[config.mk]
export PLATFORM = sky130hd
export DESIGN_NAME = frac_lut
export DESIGN_NICKNAME = d
export VERILOG_FILES = /design/src/rtl/frac_lut_pkg.sv /design/src/rtl/lut_gate_layer.sv /design/src/rtl/lut_mux_tree.sv /design/src/rtl/frac_lut.sv
export SDC_FILE = /design/constraint.sdc
export NUM_CORES = 1
export LEC_CHECK = 0
export BUFFER_PORTS_ARGS = -buffer_cell sky130_fd_sc_hd__buf_2
export CORE_AREA = 2 2 39 41
export DETAILED_ROUTE_END_ITERATION = 16
export DIE_AREA = 0 0 41 43
export PLACE_DENSITY = 0.53
export SLEW_MARGIN = 20
export SYNTH_ARGS = -nofsm -noshare
export SYNTH_HDL_FRONTEND = slang
export SYNTH_SLANG_ARGS = --single-unit
[constraint.sdc]
create_clock -name vclk -period 1.76
set_input_delay 0.176 -clock vclk [all_inputs]
set_output_delay 0.176 -clock vclk [all_outputs]
set_load 0.1 [all_outputs]
[src/rtl/frac_lut_pkg.sv]
package frac_lut_pkg;

    localparam int MAX_PINS = 16;

    typedef logic [8*MAX_PINS-1:0] gate_map_t;

    // character governing pin 'pin'; first written character belongs to pin 0
    function automatic logic [7:0] pin_char(gate_map_t map, int pins, int pin);
        return map[8*(pins-1-pin) +: 8];
    endfunction

    function automatic bit is_gated(gate_map_t map, int pins, int pin);
        logic [7:0] c;
        c = pin_char(map, pins, pin);
        return (c == "0") || (c == "1");
    endfunction

    // number of gated pins strictly below 'pin' = mode bit slot of 'pin'
    function automatic int mode_slot(gate_map_t map, int pins, int pin);
        int n;
        n = 0;
        for (int i = 0; i < pin; i++) begin
            if (is_gated(map, pins, i)) n++;
        end
        return n;
    endfunction

    function automatic int gated_count(gate_map_t map, int pins);
        return mode_slot(map, pins, pins);
    endfunction

    function automatic bit map_legal(gate_map_t map, int pins);
        bit ok;
        logic [7:0] c;
        ok = 1'b1;
        for (int i = 0; i < pins; i++) begin
            c = pin_char(map, pins, i);
            if ((c != "-") && (c != "0") && (c != "1")) ok = 1'b0;
        end
        return ok;
    endfunction

    // first node index of tree level 'lvl' in a flat heap of 2^(k+1)-1 nodes
    function automatic int level_base(int k, int lvl);
        return (2 ** (k + 1)) - (2 ** (k + 1 - lvl));
    endfunction

endpackage

[src/rtl/lut_gate_layer.sv]
module lut_gate_layer
    import frac_lut_pkg::*;
#(
    parameter int              K        = 4,
    parameter int              MW       = 2,
    parameter logic [8*K-1:0]  GATE_MAP = "-0-1"
) (
    input  logic [K-1:0]  din,
    input  logic [MW-1:0] mode,
    output logic [K-1:0]  sel,
    output logic [K-1:0]  sel_n
);

    localparam gate_map_t MAP_X = gate_map_t'(GATE_MAP);

    logic [K-1:0] gated_d;

    for (genvar p = 0; p < K; p++) begin : g_pin
        localparam logic [7:0] CH   = pin_char(MAP_X, K, p);
        localparam int         SLOT = mode_slot(MAP_X, K, p);
        if (CH == "0") begin : g_and
            assign gated_d[p] = din[p] & mode[SLOT];
        end else if (CH == "1") begin : g_or
            assign gated_d[p] = din[p] | mode[SLOT];
        end else begin : g_wire
            assign gated_d[p] = din[p];
        end
        // true and inverted drive of each select line
        assign sel[p]   = gated_d[p];
        assign sel_n[p] = ~gated_d[p];
    end

endmodule

[src/rtl/lut_mux_tree.sv]
module lut_mux_tree
    import frac_lut_pkg::*;
#(
    parameter int K = 4
) (
    input  logic [2**K-1:0] leaves,
    input  logic [K-1:0]    sel,
    input  logic [K-1:0]    sel_n,
    output logic            root,
    output logic            half_lo,
    output logic            half_hi
);

    localparam int LEAVES = 2 ** K;
    localparam int NODES  = 2 * LEAVES - 1;
    localparam int TOP    = level_base(K, K);
    localparam int HALF   = level_base(K, K - 1);

    logic [NODES-1:0] node;

    assign node[LEAVES-1:0] = leaves;

    for (genvar l = 1; l <= K; l++) begin : g_lvl
        localparam int SRC = level_base(K, l - 1);
        localparam int DST = level_base(K, l);
        for (genvar n = 0; n < 2 ** (K - l); n++) begin : g_node
            assign node[DST+n] = (sel[l-1]   & node[SRC+2*n+1])
                               | (sel_n[l-1] & node[SRC+2*n]);
        end
    end

    assign root    = node[TOP];
    assign half_lo = node[HALF];
    assign half_hi = node[HALF+1];

endmodule

[src/rtl/frac_lut.sv]
module frac_lut
    import frac_lut_pkg::*;
#(
    parameter int              K           = 4,
    parameter bit              FRACTURABLE = 1'b1,
    parameter int              MODE_W      = 2,
    parameter logic [8*K-1:0]  GATE_MAP    = "-0-1",
    localparam int             MW          = (MODE_W < 1) ? 1 : MODE_W,
    localparam int             NOUT        = FRACTURABLE ? 2 : 1
) (
    input  logic [K-1:0]    din,
    input  logic [2**K-1:0] cfg,
    input  logic [2**K-1:0] cfg_n,
    input  logic [MW-1:0]   mode,
    input  logic [MW-1:0]   mode_n,
    output logic [NOUT-1:0] lut_out
);

    localparam gate_map_t MAP_X  = gate_map_t'(GATE_MAP);
    localparam int        GATED  = gated_count(MAP_X, K);

    // elaboration-time legality of the parameter set
    if (K < 2 || K > 12) begin : g_bad_k
        $error("frac_lut: K must lie in 2..12");
    end
    if (!map_legal(MAP_X, K)) begin : g_bad_map
        $error("frac_lut: gate map may hold only '-', '0' and '1'");
    end
    if (GATED != MODE_W) begin : g_bad_mw
        $error("frac_lut: MODE_W must equal the count of gated pins");
    end
    if (!FRACTURABLE && GATED != 0) begin : g_bad_single
        $error("frac_lut: single-output variant takes no gated pins");
    end

    logic [K-1:0] sel;
    logic [K-1:0] sel_n;
    logic         root;
    logic         half_lo;
    logic         half_hi;

    lut_gate_layer #(
        .K        (K),
        .MW       (MW),
        .GATE_MAP (GATE_MAP)
    ) i_gate (
        .din   (din),
        .mode  (mode),
        .sel   (sel),
        .sel_n (sel_n)
    );

    lut_mux_tree #(
        .K (K)
    ) i_tree (
        .leaves  (cfg),
        .sel     (sel),
        .sel_n   (sel_n),
        .root    (root),
        .half_lo (half_lo),
        .half_hi (half_hi)
    );

    assign lut_out[0] = root;

    if (FRACTURABLE) begin : g_split
        // picks the half-table the top select does NOT choose
        assign lut_out[NOUT-1] = (sel[K-1] & half_lo) | (sel_n[K-1] & half_hi);
    end

    // ---------------- assertions ----------------
    for (genvar p = 0; p < K; p++) begin : g_chk
        localparam logic [7:0] CH   = pin_char(MAP_X, K, p);
        localparam int         SLOT = mode_slot(MAP_X, K, p);
        if (CH == "0") begin : g_c0
            always_comb begin
                p_force_low_r3: assert (mode[SLOT] ? (sel[p] == din[p]) : (sel[p] == 1'b0))
                    else $error("R3 gated-low pin %0d wrong", p);
            end
        end else if (CH == "1") begin : g_c1
            always_comb begin
                p_force_high_r4: assert (mode[SLOT] ? (sel[p] == 1'b1) : (sel[p] == din[p]))
                    else $error("R4 gated-high pin %0d wrong", p);
            end
        end else begin : g_cw
            always_comb begin
                p_pass_r2: assert (sel[p] == din[p])
                    else $error("R2 pass pin %0d wrong", p);
            end
        end
    end

    always_comb begin
        p_rail_pair_r1: assert (sel_n == ~sel)
            else $error("R1 select rails disagree");
        p_cfg_pair_r6: assert (cfg_n == ~cfg)
            else $error("R6 configuration complement mismatch");
        p_mode_pair_r5: assert (mode_n == ~mode)
            else $error("R5 mode complement mismatch");
    end

    if (FRACTURABLE) begin : g_split_chk
        always_comb begin
            if (half_lo == half_hi) begin
                p_half_agree_r7: assert (lut_out[NOUT-1] == root)
                    else $error("R7 split output disagrees with equal halves");
            end
        end
    end

endmodule

Word-level counts from Yosys, hierarchy flattened
Index checks and enable logic that the tools add are counted.
{"block": "word_totals", "inputBits": 40, "mem_count": 0, "latchBits": 0, "word_cells": 54, "output_inout_bits": 2, "mem_bits_ro": 0, "reg_bits": 0, "mem_bits_rw": 0}
{"block": "op_classes", "order_cmp": 0, "n_mux": 0, "n_mul": 0, "n_shift": 0, "n_reduce_logical": 0, "eq_ne": 0, "div_mod_pow": 0, "bitwise_logic": 54, "n_addsub": 0}
{"operator": "bitwise AND 1 bit", "count": 33}
{"operator": "bitwise OR 1 bit", "count": 17}
{"operator": "NOT 1 bit", "count": 4}

Logic depth before layout (Yosys ltp)
{"block": "depth", "depth_word": 9, "ltp_mapped": 5, "mapped_depth_nobuf": 3}

Modules after synthesis
From an unflattened synthesis, not the netlist that was laid out.
{"block": "unflattened", "hier_cells": 29, "area_unflattened_um2": 211.5}
{"mod": "lut_mux_tree", "area_each_um2": 152.6, "seq_area_each_um2": 0.0, "cells_each": 19, "n_inst": 1}
{"mod": "lut_gate_layer", "area_each_um2": 42.5, "seq_area_each_um2": 0.0, "cells_each": 8, "n_inst": 1}
{"mod": "frac_lut", "area_each_um2": 16.3, "seq_area_each_um2": 0.0, "cells_each": 2, "n_inst": 1}

Least setup slack after synthesis
OpenSTA, ideal clock, no wires.
{"block": "synth_timing", "kind": "input port to output port", "from": "input din[0]", "to": "output lut_out[1]", "setup_slack_ns": -0.902, "path_stages": 4, "n_path_buf": 1, "t_arrival_ns": 2.486, "required_time_ns": 1.584, "path_cell_list": "buf_4 -> mux2i_1 -> mux4_2 -> mux2i_1"}
{"block": "synth_via", "elab_chain_len": 9, "word_cells_on_any_way": 46, "cone_classes": "bitwise: 46"}
{"element": "start, declared", "line_no": "frac_lut.sv:11", "text": "input logic [K-1:0] din,"}
{"element": "NOT 1 bit", "line_no": "lut_gate_layer.sv:30", "text": "assign sel_n[p] = ~gated_d[p];"}
{"element": "bitwise AND 1 bit", "line_no": "lut_mux_tree.sv:28", "text": "| (sel_n[l-1] & node[SRC+2*n]);"}
{"element": "bitwise OR 1 bit", "line_no": "lut_mux_tree.sv:28"}
{"element": "bitwise AND 1 bit, on equally long branches", "line_no": "lut_mux_tree.sv:27, lut_mux_tree.sv:28"}
{"element": "bitwise OR 1 bit", "line_no": "lut_mux_tree.sv:28"}
{"element": "bitwise AND 1 bit, on equally long branches", "line_no": "lut_mux_tree.sv:27, lut_mux_tree.sv:28"}
{"element": "bitwise OR 1 bit", "line_no": "lut_mux_tree.sv:28"}
{"element": "bitwise AND 1 bit", "line_no": "frac_lut.sv:68", "text": "assign lut_out[NOUT-1] = (sel[K-1] & half_lo) | (sel_n[K-1] & half_hi);"}
{"element": "bitwise OR 1 bit (*)", "line_no": "frac_lut.sv:68"}
{"element": "end, declared", "line_no": "frac_lut.sv:16", "text": "output logic [NOUT-1:0] lut_out"}
Every way passes the cells marked *; elsewhere a longest branch is shown, timed or not.

Final worst setup path
{"block": "layout_timing", "from": "input din[0]", "to": "output lut_out[0]"}
{"block": "layout_via", "elab_chain_len": 9, "word_cells_on_any_way": 46, "cone_classes": "bitwise: 46"}
{"element": "NOT 1 bit", "line_no": "lut_gate_layer.sv:30"}
{"element": "bitwise AND 1 bit", "line_no": "lut_mux_tree.sv:28"}
{"element": "bitwise OR 1 bit", "line_no": "lut_mux_tree.sv:28"}
{"element": "bitwise AND 1 bit, on equally long branches", "line_no": "lut_mux_tree.sv:27, lut_mux_tree.sv:28"}
{"element": "bitwise OR 1 bit", "line_no": "lut_mux_tree.sv:28"}
{"element": "bitwise AND 1 bit, on equally long branches", "line_no": "lut_mux_tree.sv:27, lut_mux_tree.sv:28"}
{"element": "bitwise OR 1 bit", "line_no": "lut_mux_tree.sv:28"}
{"element": "bitwise AND 1 bit, on equally long branches", "line_no": "lut_mux_tree.sv:27, lut_mux_tree.sv:28"}
{"element": "bitwise OR 1 bit (*)", "line_no": "lut_mux_tree.sv:28"}
Marks and branches as above.

==> impl_results.rst <==
.. list-table::
   :header-rows: 1

   * - Metric
     - Value
   * - Antenna violation net count after detailed routing
     - 0
   * - Number of sequential cells in the layout
     - 0
   * - Sum of negative setup slack
     - 0 ns
   * - Startpoint kind of the worst setup timing path
     - primary input
   * - Warnings from Yosys
     - 0
   * - Final net count
     - 80
   * - Req. time, crit path
     - 1.58 ns
   * - Unrepaired setup endpoints after global routing
     - no
   * - Compound-cell area share of the yosys netlist
     - 0%
   * - Final critical-path share of the clock period
     - 94.5%
   * - Highest net fanout along the worst path
     - 8
   * - Post-CTS Repair Setup Buffers
     - 0
   * - Setup violation total in the final timing report
     - 0
   * - Worst Setup End Kind
     - output port
   * - Final Slew Violations
     - 0
   * - Arrival time reported for the critical path endpoint
     - 1.49 ns
   * - Area of the die
     - 1760 um^2
   * - I/O Pins
     - 42
   * - Post-Synth Adder-Cell Area
     - 0%
   * - DRC violations left
     - 0
   * - Post-layout min period
     - 1.66 ns
   * - Dominant combinational cell family by area after synthesis
     - multiplexers
   * - Pleak
     - 0.179 nW
   * - XOR/XNOR Fraction of Synth Area
     - 0%
   * - First-pass GRT wire length
     - 786 um
   * - Routed length per instance
     - 9.59 um
   * - Post-route design area
     - 339 um^2
   * - Global-route total usage across every layer
     - 6.14%
   * - Routability-driven placement congestion ratio
     - 0.669
   * - Placement-stage cell area
     - 335 um^2
   * - Maximum capacitance violations
     - 0
   * - Post-DR vias/cell
     - 3.89
   * - Mean instance size in the synthesized netlist
     - 10.5 um^2
   * - Max Clk Rate
     - 602 MHz
   * - Layout clock buffers
     - 0
   * - Net Count, Synth
     - 56
   * - Type of the tightest min-delay check
     - in2out
   * - Count of buffers from port buffering
     - 24
   * - Outcome
     - complete, no violations
   * - Area growth from synthesis to layout
     - 102%
   * - Cts-stage hold buffer count
     - 0
   * - Final Hold Fails
     - 0
   * - Total via count in the routed design
     - 210
   * - Cell Count Post-Placement
     - 54
   * - Filler Cell Count
     - 143
   * - Maximum VDD drop
     - 252 uV
   * - Global route total overflow
     - 0
   * - Vertical die dimension
     - 43 um
   * - Worst slew pin tran
     - 0.383 ns
   * - Type of the setup path with the least slack
     - in2out
   * - Number of detailed-route iterations in the first pass
     - 1
   * - Maximum number of pins on one net before global-route repair
     - 9
   * - Mapped Cells
     - 16
   * - Number of global-route vias before repair
     - 190
   * - Final Core Density
     - 24.5%
   * - Share of post-route cells with drive strength above 1
     - 73.7%
   * - Area share of and/or/nand/nor cells after synthesis
     - 4.48%
   * - Footprint of the multi-input gates
     - 169 um^2
   * - Power density over the cells
     - 464 nW/um^2
   * - Total wire length after detailed routing
     - 518 um
   * - Multiplexer share of the synthesized area
     - 86.6%
   * - Fraction of the yosys area taken by sequential cells
     - 0%
   * - Fin worst setup slack
     - 0.0976 ns
   * - Register area
     - 0 um^2
   * - Number of design-rule violations left by the first detailed-router iteration
     - 0
   * - Worst Setup Slack post-DPL
     - 0.0742 ns
   * - Count of cell types in the netlist
     - 5
   * - Headroom to the max-slew limit
     - 74.4%
   * - Number of diodes
     - 0
   * - Initial cell density of the core
     - 12.1%
   * - Cell row count
     - 14
   * - Post-synth design cell area
     - 168 um^2
   * - Final non-filler cell total
     - 54
   * - Area of the core region
     - 1380 um^2
   * - Width of the die
     - 41 um
   * - Antenna violations before repair
     - 0
## cell type report
type | instances | share of cell area [%]
Multi-Input combinational cell | 14 | 49.8
Tap cell | 16 | 5.90
Timing Repair Buffer | 24 | 44.3
## power breakdown
part | switching (W) | internal, W | total (W)
Clock | 0 | 0 | 0
Sequential | 0 | 0 | 0
Combinational | 0.0000864 | 0.0000709 | 0.000157
## cells in the mapped netlist
master / n / area (um^2)
mux2i_1: 10 / 100
buf_4: 2 / 15.0
nand2_1: 1 / 3.75
mux4_2: 2 / 45.0
nor2_1: 1 / 3.75
## metal layers
layer / GRT usage [%] / vias up / routed length (um)
met2: 10.0 / 24 / 199
li1: - / 107 / -
met5: 0 / - / 0
met1: 7.77 / 79 / 222
met4: 0 / 0 / 0
met3: 2.62 / 0 / 96
## stage by stage
step / hold WS [ns] / power [W]
2_1_floorplan: 0.755 / 0.000102
3_3_place_gp: 0.856 / 0.000155
3_5_place_dp: 0.864 / 0.000155
4_1_cts: 0.874 / 0.000156
5_1_grt: 0.911 / 0.000166
6_report: 0.870 / 0.000157
## placed cells by master, fill, tap and decap left out
cell     count
buf_12       2
buf_2       22
mux2i_1      8
mux2i_2      1
mux2i_4      1
mux4_2       2
nand2_1      1
nor2_1       1
## cell families after synthesis
| family | count (synthesis) |
|---|---|
| simple gates | 2 |
| mux | 12 |
| buf+inv | 2 |
## path summary, 6_finish.rpt
check | slack (ns) | cells after the start | start | end
setup / recovery | 0.1 | 5 | din[0] | lut_out[0]
hold / removal | 0.87 | 4 | din[3] | lut_out[0]
## repair_timing
action                                  CTS  global route
endpoints found under the setup margin    0             1
resized for setup                         0             1
hold endpoints to repair                  0             0
## critical path: stages
cell and delay [ns]:
buf_2 0.22, mux2i_1 0.11, mux4_2 0.53, mux2i_2 0.24
buf_12 0.21
(Power assumes the default switching activity.)
